### src/rtl/exc_seq_pkg.sv
package exc_seq_pkg;
  localparam int CODE_W    = 12;
  localparam int SR_MD_BIT = 30;
  localparam int SR_RB_BIT = 29;
  localparam int SR_BL_BIT = 28;
  localparam int SR_FD_BIT = 15;
  localparam int SR_IM_LSB = 4;
  localparam int SR_IM_W   = 4;

  localparam logic [CODE_W-1:0] CODE_NONE      = '1;
  localparam logic [CODE_W-1:0] CODE_PWR_RESET = 12'h000;
  localparam logic [CODE_W-1:0] CODE_MAN_RESET = 12'h020;
  localparam logic [CODE_W-1:0] CODE_MULTI_HIT = 12'h140;
  localparam logic [CODE_W-1:0] CODE_MISS_RD   = 12'h040;
  localparam logic [CODE_W-1:0] CODE_MISS_WR   = 12'h060;
  localparam logic [CODE_W-1:0] CODE_TRAP      = 12'h160;
  localparam logic [CODE_W-1:0] CODE_BL_KEEP   = 12'h1E0;

  localparam logic [31:0] RESET_TARGET = 32'hA000_0000;
  localparam logic [31:0] OFS_GENERAL  = 32'h0000_0100;
  localparam logic [31:0] OFS_MISS     = 32'h0000_0400;
  localparam logic [31:0] OFS_IRQ      = 32'h0000_0600;

  typedef enum logic [1:0] {EV_NONE = 2'd0, EV_EXC = 2'd1, EV_IRQ = 2'd2} ev_kind_e;
  typedef enum logic [1:0] {VC_RESET = 2'd0, VC_MISS = 2'd1, VC_GENERAL = 2'd2} vec_class_e;

  function automatic vec_class_e classify(input logic [CODE_W-1:0] c);
    if (c == CODE_PWR_RESET || c == CODE_MAN_RESET || c == CODE_MULTI_HIT)
      return VC_RESET;
    if (c == CODE_MISS_RD || c == CODE_MISS_WR)
      return VC_MISS;
    return VC_GENERAL;
  endfunction
endpackage

### src/rtl/exc_arbiter.sv
module exc_arbiter
  import exc_seq_pkg::*;
(
  input  logic [CODE_W-1:0] exc_code_i,
  input  logic              irq_req_i,
  input  logic              irq_ok_i,
  input  logic              blocked_i,
  input  logic              sleep_i,
  output ev_kind_e          kind_o,
  output logic [CODE_W-1:0] code_o
);
  logic exc_pend;
  logic irq_pend;

  always_comb begin
    exc_pend = (exc_code_i != CODE_NONE);
    irq_pend = irq_req_i && !exc_pend;
    kind_o   = EV_NONE;
    code_o   = exc_code_i;
    if (exc_pend) begin
      kind_o = EV_EXC;
      if (blocked_i && exc_code_i != CODE_BL_KEEP)
        code_o = CODE_PWR_RESET;
    end else if (irq_pend && (!blocked_i || sleep_i) && irq_ok_i) begin
      kind_o = EV_IRQ;
    end
  end
endmodule

### src/rtl/exc_target.sv
module exc_target
  import exc_seq_pkg::*;
#(
  parameter int XLEN = 32
) (
  input  ev_kind_e          kind_i,
  input  logic [CODE_W-1:0] code_i,
  input  logic [XLEN-1:0]   pc_i,
  input  logic [XLEN-1:0]   sr_i,
  input  logic [XLEN-1:0]   vbr_i,
  input  logic              ds_i,
  output logic [XLEN-1:0]   pc_o,
  output logic [XLEN-1:0]   sr_o,
  output logic [XLEN-1:0]   spc_o
);
  localparam logic [XLEN-1:0] STEP = XLEN'(2);

  vec_class_e cls;

  always_comb begin
    cls   = classify(code_i);
    spc_o = ds_i ? (pc_i - STEP) : pc_i;
    sr_o  = sr_i;
    sr_o[SR_BL_BIT] = 1'b1;
    sr_o[SR_MD_BIT] = 1'b1;
    sr_o[SR_RB_BIT] = 1'b1;
    pc_o  = vbr_i + XLEN'(OFS_GENERAL);
    if (kind_i == EV_IRQ) begin
      pc_o = vbr_i + XLEN'(OFS_IRQ);
    end else begin
      if (code_i == CODE_TRAP)
        spc_o = spc_o + STEP;
      case (cls)
        VC_RESET: begin
          sr_o[SR_FD_BIT] = 1'b0;
          sr_o[SR_IM_LSB +: SR_IM_W] = '1;
          pc_o = XLEN'(RESET_TARGET);
        end
        VC_MISS: pc_o = vbr_i + XLEN'(OFS_MISS);
        default: pc_o = vbr_i + XLEN'(OFS_GENERAL);
      endcase
    end
  end
endmodule

### src/rtl/exc_entry_seq.sv
module exc_entry_seq
  import exc_seq_pkg::*;
#(
  parameter int XLEN = 32
) (
  input  logic              clk,
  input  logic              rst_n,
  input  logic [CODE_W-1:0] exc_code_i,
  input  logic              irq_req_i,
  input  logic              irq_ok_i,
  input  logic [CODE_W-1:0] irq_vec_i,
  output logic [SR_IM_W-1:0] irq_mask_o,
  input  logic [XLEN-1:0]   pc_i,
  input  logic [XLEN-1:0]   sr_i,
  input  logic [XLEN-1:0]   r15_i,
  input  logic [XLEN-1:0]   vbr_i,
  input  logic              sleep_i,
  input  logic              ds_i,
  output logic              load_o,
  output logic              wake_o,
  output logic              ds_clr_o,
  output logic [XLEN-1:0]   pc_o,
  output logic [XLEN-1:0]   sr_o,
  output logic [XLEN-1:0]   ssr_o,
  output logic [XLEN-1:0]   spc_o,
  output logic [XLEN-1:0]   sgr_o,
  output logic [CODE_W-1:0] expevt_o,
  output logic [CODE_W-1:0] intevt_o
);
  // reset: asserted asynchronously, released on a clock edge
  logic [1:0] rst_sync_q;
  logic       rst_l;

  always_ff @(posedge clk or negedge rst_n) begin
    if (!rst_n) rst_sync_q <= 2'b00;
    else        rst_sync_q <= {rst_sync_q[0], 1'b1};
  end
  assign rst_l = rst_sync_q[1];

  assign irq_mask_o = sr_i[SR_IM_LSB +: SR_IM_W];

  ev_kind_e          kind;
  logic [CODE_W-1:0] eff_code;
  logic [XLEN-1:0]   t_pc, t_sr, t_spc;
  logic              take;

  exc_arbiter u_arb (
    .exc_code_i (exc_code_i),
    .irq_req_i  (irq_req_i),
    .irq_ok_i   (irq_ok_i),
    .blocked_i  (sr_i[SR_BL_BIT]),
    .sleep_i    (sleep_i),
    .kind_o     (kind),
    .code_o     (eff_code)
  );

  exc_target #(.XLEN(XLEN)) u_tgt (
    .kind_i (kind),
    .code_i (eff_code),
    .pc_i   (pc_i),
    .sr_i   (sr_i),
    .vbr_i  (vbr_i),
    .ds_i   (ds_i),
    .pc_o   (t_pc),
    .sr_o   (t_sr),
    .spc_o  (t_spc)
  );

  // next-state
  logic              load_d, ds_clr_d;
  logic [CODE_W-1:0] expevt_d, intevt_d;

  always_comb begin
    take     = (kind != EV_NONE);
    load_d   = take;
    ds_clr_d = take && ds_i;
    expevt_d = expevt_o;
    intevt_d = intevt_o;
    if (kind == EV_EXC) expevt_d = eff_code;
    if (kind == EV_IRQ) intevt_d = irq_vec_i;
  end

  // registers
  always_ff @(posedge clk or negedge rst_l) begin
    if (!rst_l) begin
      load_o   <= 1'b0;
      wake_o   <= 1'b0;
      ds_clr_o <= 1'b0;
      pc_o     <= '0;
      sr_o     <= '0;
      ssr_o    <= '0;
      spc_o    <= '0;
      sgr_o    <= '0;
      expevt_o <= '0;
      intevt_o <= '0;
    end else begin
      load_o   <= load_d;
      wake_o   <= load_d;
      ds_clr_o <= ds_clr_d;
      if (take) begin
        pc_o     <= t_pc;
        sr_o     <= t_sr;
        ssr_o    <= sr_i;
        spc_o    <= t_spc;
        sgr_o    <= r15_i;
        expevt_o <= expevt_d;
        intevt_o <= intevt_d;
      end
    end
  end


  sr_entry_bits_chk: assert property (@(posedge clk) disable iff (!rst_l)
    load_o |-> (sr_o[SR_BL_BIT] && sr_o[SR_MD_BIT] && sr_o[SR_RB_BIT]));


  ds_clr_with_load_chk: assert property (@(posedge clk) disable iff (!rst_l)
    ds_clr_o |-> load_o);


  exc_beats_irq_chk: assert property (@(posedge clk) disable iff (!rst_l)
    (exc_code_i != CODE_NONE) |=> (load_o && $stable(intevt_o)));


  bl_remap_chk: assert property (@(posedge clk) disable iff (!rst_l)
    (exc_code_i != CODE_NONE && exc_code_i != CODE_BL_KEEP && sr_i[SR_BL_BIT])
      |=> (expevt_o == CODE_PWR_RESET && pc_o == XLEN'(RESET_TARGET)));


  bl_irq_awake_chk: assert property (@(posedge clk) disable iff (!rst_l)
    (exc_code_i == CODE_NONE && sr_i[SR_BL_BIT] && !sleep_i) |=> !load_o);


  irq_refused_chk: assert property (@(posedge clk) disable iff (!rst_l)
    (exc_code_i == CODE_NONE && !irq_ok_i) |=> !load_o);
endmodule

### config.mk
export PLATFORM = sky130hd
export DESIGN_NAME = exc_entry_seq
export DESIGN_NICKNAME = d
export VERILOG_FILES = /design/src/rtl/exc_seq_pkg.sv /design/src/rtl/exc_arbiter.sv /design/src/rtl/exc_target.sv /design/src/rtl/exc_entry_seq.sv
export SDC_FILE = /design/constraint.sdc
export NUM_CORES = 1
export LEC_CHECK = 0
export BUFFER_PORTS_ARGS = -buffer_cell sky130_fd_sc_hd__buf_2
export CAP_MARGIN = 15
export CORE_MARGIN = 2
export CORE_UTILIZATION = 45
export DETAILED_ROUTE_END_ITERATION = 6
export PLACE_DENSITY = 0.71
export SYNTH_ARGS = -nofsm -noshare
export SYNTH_HDL_FRONTEND = slang
export SYNTH_SLANG_ARGS = --single-unit
### constraint.sdc
create_clock -name clk -period 6.7 [get_ports clk]
set_input_delay 0.335 -clock clk [delete_from_list [all_inputs] [get_ports clk]]
set_output_delay 0.335 -clock clk [all_outputs]
set_load 0.02 [all_outputs]
# After elaboration in Yosys (flattened, before gate mapping)
# Index checks and enable logic that the tools add are counted.
[classes] add_sub_neg=5 multipliers=0 n_div=0 n_lt_le_gt_ge=0 n_eq_ne=10 shifts=0 n_mux=20 bitwise=0 n_reduce_logical=16
[ops] op="two-way mux 32 bit" n=4
[ops] op="adder 32 x 11 -> 32 bit, second input constant" n=2
[ops] op="case mux 32 bit (2 select lines)" n=1
[ops] op="adder 32 x 2 -> 32 bit, second input constant" n=1
[ops] op="adder 32 x 9 -> 32 bit, second input constant" n=1
[ops] op="subtractor 32 x 2 -> 32 bit, second input constant" n=1
[ops] op="equality test 12 x 7 -> 1 bit, second input constant" n=2
[ops] op="equality test 12 x 9 -> 1 bit, second input constant" n=2
[ops] op="two-way mux 12 bit" n=2
[ops] op="equality test 12 x 6 -> 1 bit, second input constant" n=1
[ops] op="logical NOT 12 bit" n=1
[ops] op="two-way mux 2 bit" n=6
[ops] op="inequality test 12 bit, second input constant" n=1
[ops] op="inequality test 12 x 9 -> 1 bit, second input constant" n=1
[ops] op="two-way mux 4 bit" n=2
[ops] op="logical AND 1 bit" n=5
[ops] op="two-way mux 1 bit" n=5
[ops] op="equality test 2 x 1 -> 1 bit, second input constant" n=2
[ops] op="logical OR 1 bit" n=4
[ops] op="AND reduction 2 bit" n=2
[ops] op="equality test 2 bit, second input constant" n=1
[ops] op="logical NOT 1 bit" n=2
[ops] op="logical NOT 2 bit" n=1
[ops] op="nonzero test 2 bit" n=1
[word_totals] ff_bits=188 latch_bits=0 mem_bits_rw=0 mem_bits_ro=0 input_bits=158 output_inout_bits=191 n_memories=0

# Logic depth before layout (Yosys ltp)
[logic_depth] ltp_word=14 ltp_mapped=12 ltp_nobuf=10

# Modules after synthesis
# Synthesis repeated with hierarchy kept, for this count alone.
[hier_totals] cells_unflattened=948 hier_area_um2=10898.0
[by_module_without_submodules] mod="exc_entry_seq" n_inst=1 cells_each=402 area_each_um2=7305.8 seq_area_each_um2=4704.5
[by_module_without_submodules] mod="exc_target" n_inst=1 cells_each=513 area_each_um2=3362.0 seq_area_each_um2=0.0
[by_module_without_submodules] mod="exc_arbiter" n_inst=1 cells_each=33 area_each_um2=230.2 seq_area_each_um2=0.0

# Worst setup path before layout
# No wires, ideal clock.
[synth_path] path_kind="input-to-reg" from="input port ds_i" to="register spc_o[31]" setup_ns=0.132 arrival_time_ns=2.830 path_slack_ns=3.737 stages=8 path_buffers=1 path_cell_list="buf_2 -> nor4b_4 -> xnor2_1 -> or4b_4 -> or3_4 -> or4_4 -> nor4b_1 -> o31ai_1"
[synth_via] elab_chain_cells=4
[synth_rtl] item="from (decl)" line="exc_entry_seq.sv:18" rtl="input logic ds_i,"
[synth_rtl] item="two-way mux 32 bit *" line="exc_target.sv:22" rtl="spc_o = ds_i ? (pc_i - STEP) : pc_i;"
[synth_rtl] item="adder 32 x 2 -> 32 bit" line="exc_target.sv:32" rtl="spc_o = spc_o + STEP;"
[synth_rtl] item="two-way mux 32 bit" line="exc_target.sv:31" rtl="if (code_i == CODE_TRAP)"
[synth_rtl] item="two-way mux 32 bit *" line="exc_target.sv:28" rtl="if (kind_i == EV_IRQ) begin"
[synth_rtl] item="to (signal assigned)" line="exc_entry_seq.sv:104" rtl="spc_o <= t_spc;"
[synth_rtl] item="to (decl)" line="exc_entry_seq.sv:25" rtl="output logic [XLEN-1:0] spc_o,"
# Every way passes the cells marked *; elsewhere a longest branch is shown, timed or not.
# A chain may end at the register's enable or synchronous reset.

# Worst setup path in the final report
[layout_path] from="input port pc_i[1]" to="register spc_o[28]"
[layout_via] elab_chain_cells=5
[layout_rtl] item="from (decl)" line="exc_entry_seq.sv:13" rtl="input logic [XLEN-1:0] pc_i,"
[layout_rtl] item="subtractor 32 x 2 -> 32 bit" line="exc_target.sv:22"
[layout_rtl] item="two-way mux 32 bit *" line="exc_target.sv:22"
[layout_rtl] item="adder 32 x 2 -> 32 bit" line="exc_target.sv:32"
[layout_rtl] item="two-way mux 32 bit" line="exc_target.sv:31"
[layout_rtl] item="two-way mux 32 bit *" line="exc_target.sv:28"
# Marks and branches as above.

==> flow_metrics.py <==
metrics = {
    "synthesis": {
        "synth_cell_types": 68,
        "synth_edf_count": 0,
        "ys_ff_latch": 162,
        "synth_area_mm2": 0.00947,
        "seq_area_frac_synth_pct": 42.8,
        "synth_nets": 1302,
        "synthArstFlopShare_pct": 100,
        "yosysWarnings": 0,
        "ys.flop_type": "dfrtp_1",
        "syn_inst": 1137,
        "synth_area_per_cell_um2": 8.33,
    },
    "global_routing": {
        "first_global_vias": 8854,
        "grt_usage_pct": 27.3,
        "busiest_layer": "met2",
        "grt_pass1_wl_um": 47600,
        "grtUsageMet3_pct": 5.63,
        "gr-usage-met2_pct": 44.6,
        "grt_max_degree": 105,
        "antenna_found_initial": 0,
        "gr-usage-met1_pct": 35.7,
        "grt.overflow.total": 0,
    },
    "timing": {
        "tns_ns": 0,
        "hold_viol_final": 0,
        "max_slew_margin_pct": 23.9,
        "post-route-period-util_pct": 46.4,
        "tightest_slew_ns": 1.14,
        "finClkSkew_ns": 0.00838,
        "max_freq_mhz": 322,
        "hold_slack_ns": 0.101,
        "setup_viol": 0,
        "min_period_ns": 3.11,
        "rsz0062_at_grt": "false",
        "maxSlewViolCount": 0,
    },
    "cts": {
        "cts_tree": "yes",
        "cts_buffers": 17,
        "ctsHtreeMaxLevel": 4,
        "cts_buffer_depth": 2,
        "insertion_delay_ns": 0.42,
        "clock_sinks": 162,
        "cts.clk_slew.worst_paths_ns": 0.07,
        "cts_root_buf": "clkbuf_16",
    },
    "power_and_ir_drop": {
        "p_sw_share_pct": 29.3,
        "p_int_uw": 1760,
        "peakVddDrop_mv": 0.161,
        "switching_power_uw": 731,
        "p_per_area_mw_per_mm2": 211,
        "leakage_uw": 0.00554,
        "p_comb_share_pct": 15.7,
        "clkPwrFrac_pct": 41.8,
        "power.share.sequential_pct": 42.5,
    },
    "critical_path": {
        "worstPathArrival_ns": 3.43,
        "startpoint_type": "input port",
        "cpPeakStageDelay_ns": 0.70,
        "crit_path_end_kind": "register",
        "path_cells": "buf_2 -> inv_1 -> ha_1 -> nor4bb_1 -> buf_4 -> nand4_1 -> nor2_1 -> o21ai_0 -> nor4_1 -> a31oi_1 -> o31ai_1",
        "cp_max_fo": 13,
        "critPathRequiredTime_ns": 7.03,
        "critPathKind": "input port to register",
        "crit_slowest_cell": "nor4_1",
    },
    "hold_path": {
        "min_path_type": "input port to register",
    },
    "floorplanning": {
        "die-area_mm2": 0.0222,
        "ios": 349,
        "die_h_um": 149,
        "start_util_pct": 45.5,
        "die_x_um": 149,
        "rows": 53,
        "core_area_mm2": 0.0208,
    },
    "detailed_routing": {
        "wire_per_inst_um": 18.1,
        "avgViaCountPerCell": 5.53,
        "dr.pass1.iters": 5,
        "drt_iter0_drc": 651,
        "num_vias": 9440,
        "drc_errors": 0,
        "wl_um": 31000,
        "ant_nets": 0,
    },
    "placement": {
        "io_buffer_count": 348,
        "dp_hpwl_um": 23400,
        "place_congestion": 0.975,
    },
    "outcome": {
        "status": "finished clean",
    },
    "cells_and_area": {
        "nFillCells": 1960,
        "mostFrequentLayoutCell": "buf_2",
        "diodes": 0,
        "seqCellArea_mm2": 0.00406,
        "mostFrequentLayoutCells": "buf_2, nand2_1, dfrtp_1",
        "drive_above_1_share_pct": 29.9,
        "syn_to_final_growth_pct": 24.6,
        "multi_input_area_mm2": 0.00491,
        "final_nets": 1585,
    },
    "run": {
        "cap_viol_max_count": 0,
    },
}
## state kept, by name (all words and copies together), names as in the netlist
| signal | flops |
|---|---|
| ds_clr_o | 1 |
| expevt_o | 12 |
| pc_o | 32 |
| sgr_o | 32 |
| sr_o | 30 |
| rst_sync_q | 2 |
| spc_o | 32 |
| wake_o | 1 |
| intevt_o | 12 |
| ssr_o | 8 |
## power by group through the flow
stage	Clock (µW)	Sequential [µW]	Combinational (µW)
after floorplan	0	1150	159
after global routing	1100	1070	427
after global placement	0	1080	388
final	1040	1060	392
after detailed placement	0	1080	391
after CTS	1070	1060	393
## final cells by class
class	instances	area share, %
multi-input cells	868	41.6
flip-flops and latches	162	34.4
repair buffers	359	15.5
clock buffers	18	3.64
well taps	275	2.91
clock inverters	14	1.61
inverters	12	0.392
## metrics by stage
| step | area, µm² | power, µW | utilization, % | worst slack (ns) | cells |
|---|---|---|---|---|---|
| final | 11800 | 2500 | 56.7 | 3.59 | 1708 |
| after global routing | 11800 | 2600 | 56.7 | 3.31 | 1708 |
| after CTS | 11800 | 2520 | 56.7 | 3.67 | 1708 |
| after detailed placement | 11200 | 1470 | 53.7 | 3.23 | 1675 |
| after global placement | 11200 | 1470 | 53.7 | 3.29 | 1675 |
| after floorplan | 9470 | 1300 | - | 1.85 | 1137 |
## Yosys cell counts (all sizes together) (10+ instances only)
cell / number / area (µm²)
nor2: 94 / 355
a21oi: 52 / 260
clkbuf: 59 / 221
nand3: 33 / 165
a31oi: 10 / 62.6
o22ai: 11 / 68.8
mux2: 13 / 146
nor3: 28 / 140
dfrtp: 162 / 4050
inv: 11 / 41.3
xor2: 30 / 263
xnor2: 36 / 315
and4: 11 / 96.3
or3: 18 / 118
buf: 36 / 260
o21ai: 49 / 245
nand4: 25 / 156
or4: 11 / 86.3
nor4: 25 / 205
nand2: 284 / 1070
o31ai: 16 / 120
## routing by layer
metal  wire, µm  vias to the layer above
met5          0                        -
li1           -                     4540
met4       1130                        0
met2      14600                      400
met3       2380                       62
met1      12900                     4438
## critical path: cells and delay by family
family	cells	cell delay, ns
AO/OA/AOI/OAI	3	0.67
adder cells (fa/ha/maj)	1	0.26
buffers and inverters	3	0.42
AND/OR/NAND/NOR	4	1.73
## repair_timing
item / 4_1_cts / 5_1_grt
setup buffers: 0 / 0
endpoints found under the hold margin: 2 / 0
gates resized for setup: 0 / 0
endpoints found under the setup margin: 0 / 0
hold buffers: 1 / 0
## cells by family after synthesis
logic type / synth area share (%)
adders and majority gates: 0.924
and+or+nand+nor: 28.8
xor gates and xnor gates: 6.10
muxes: 1.76
AOI/OAI and AO/OA: 14.0
other: 0.0396
buffers and inverters: 5.56
DFF: 42.8
## worst paths after layout
check | startpoint | slack [ns] | cells after the start | to
max | pc_i[1] | 3.59 | 11 | spc_o[28]$_DFFE_PN0N_
min | r15_i[15] | 0.10 | 3 | sgr_o[15]$_DFFE_PN0N_
max reg2reg | rst_sync_q[1]$_DFF_PN0_ | 5.11 | 1 | pc_o[5]$_DFFE_PN0N_
min reg2reg | rst_sync_q[1]$_DFF_PN0_ | 0.29 | 0 | spc_o[1]$_DFFE_PN0N_
max in group asynchronous | rst_sync_q[1]$_DFF_PN0_ | 5.11 | 1 | pc_o[5]$_DFFE_PN0N_
min in group asynchronous | rst_n | 0.22 | 2 | rst_sync_q[1]$_DFF_PN0_
Power figures use the tool's default switching activity.
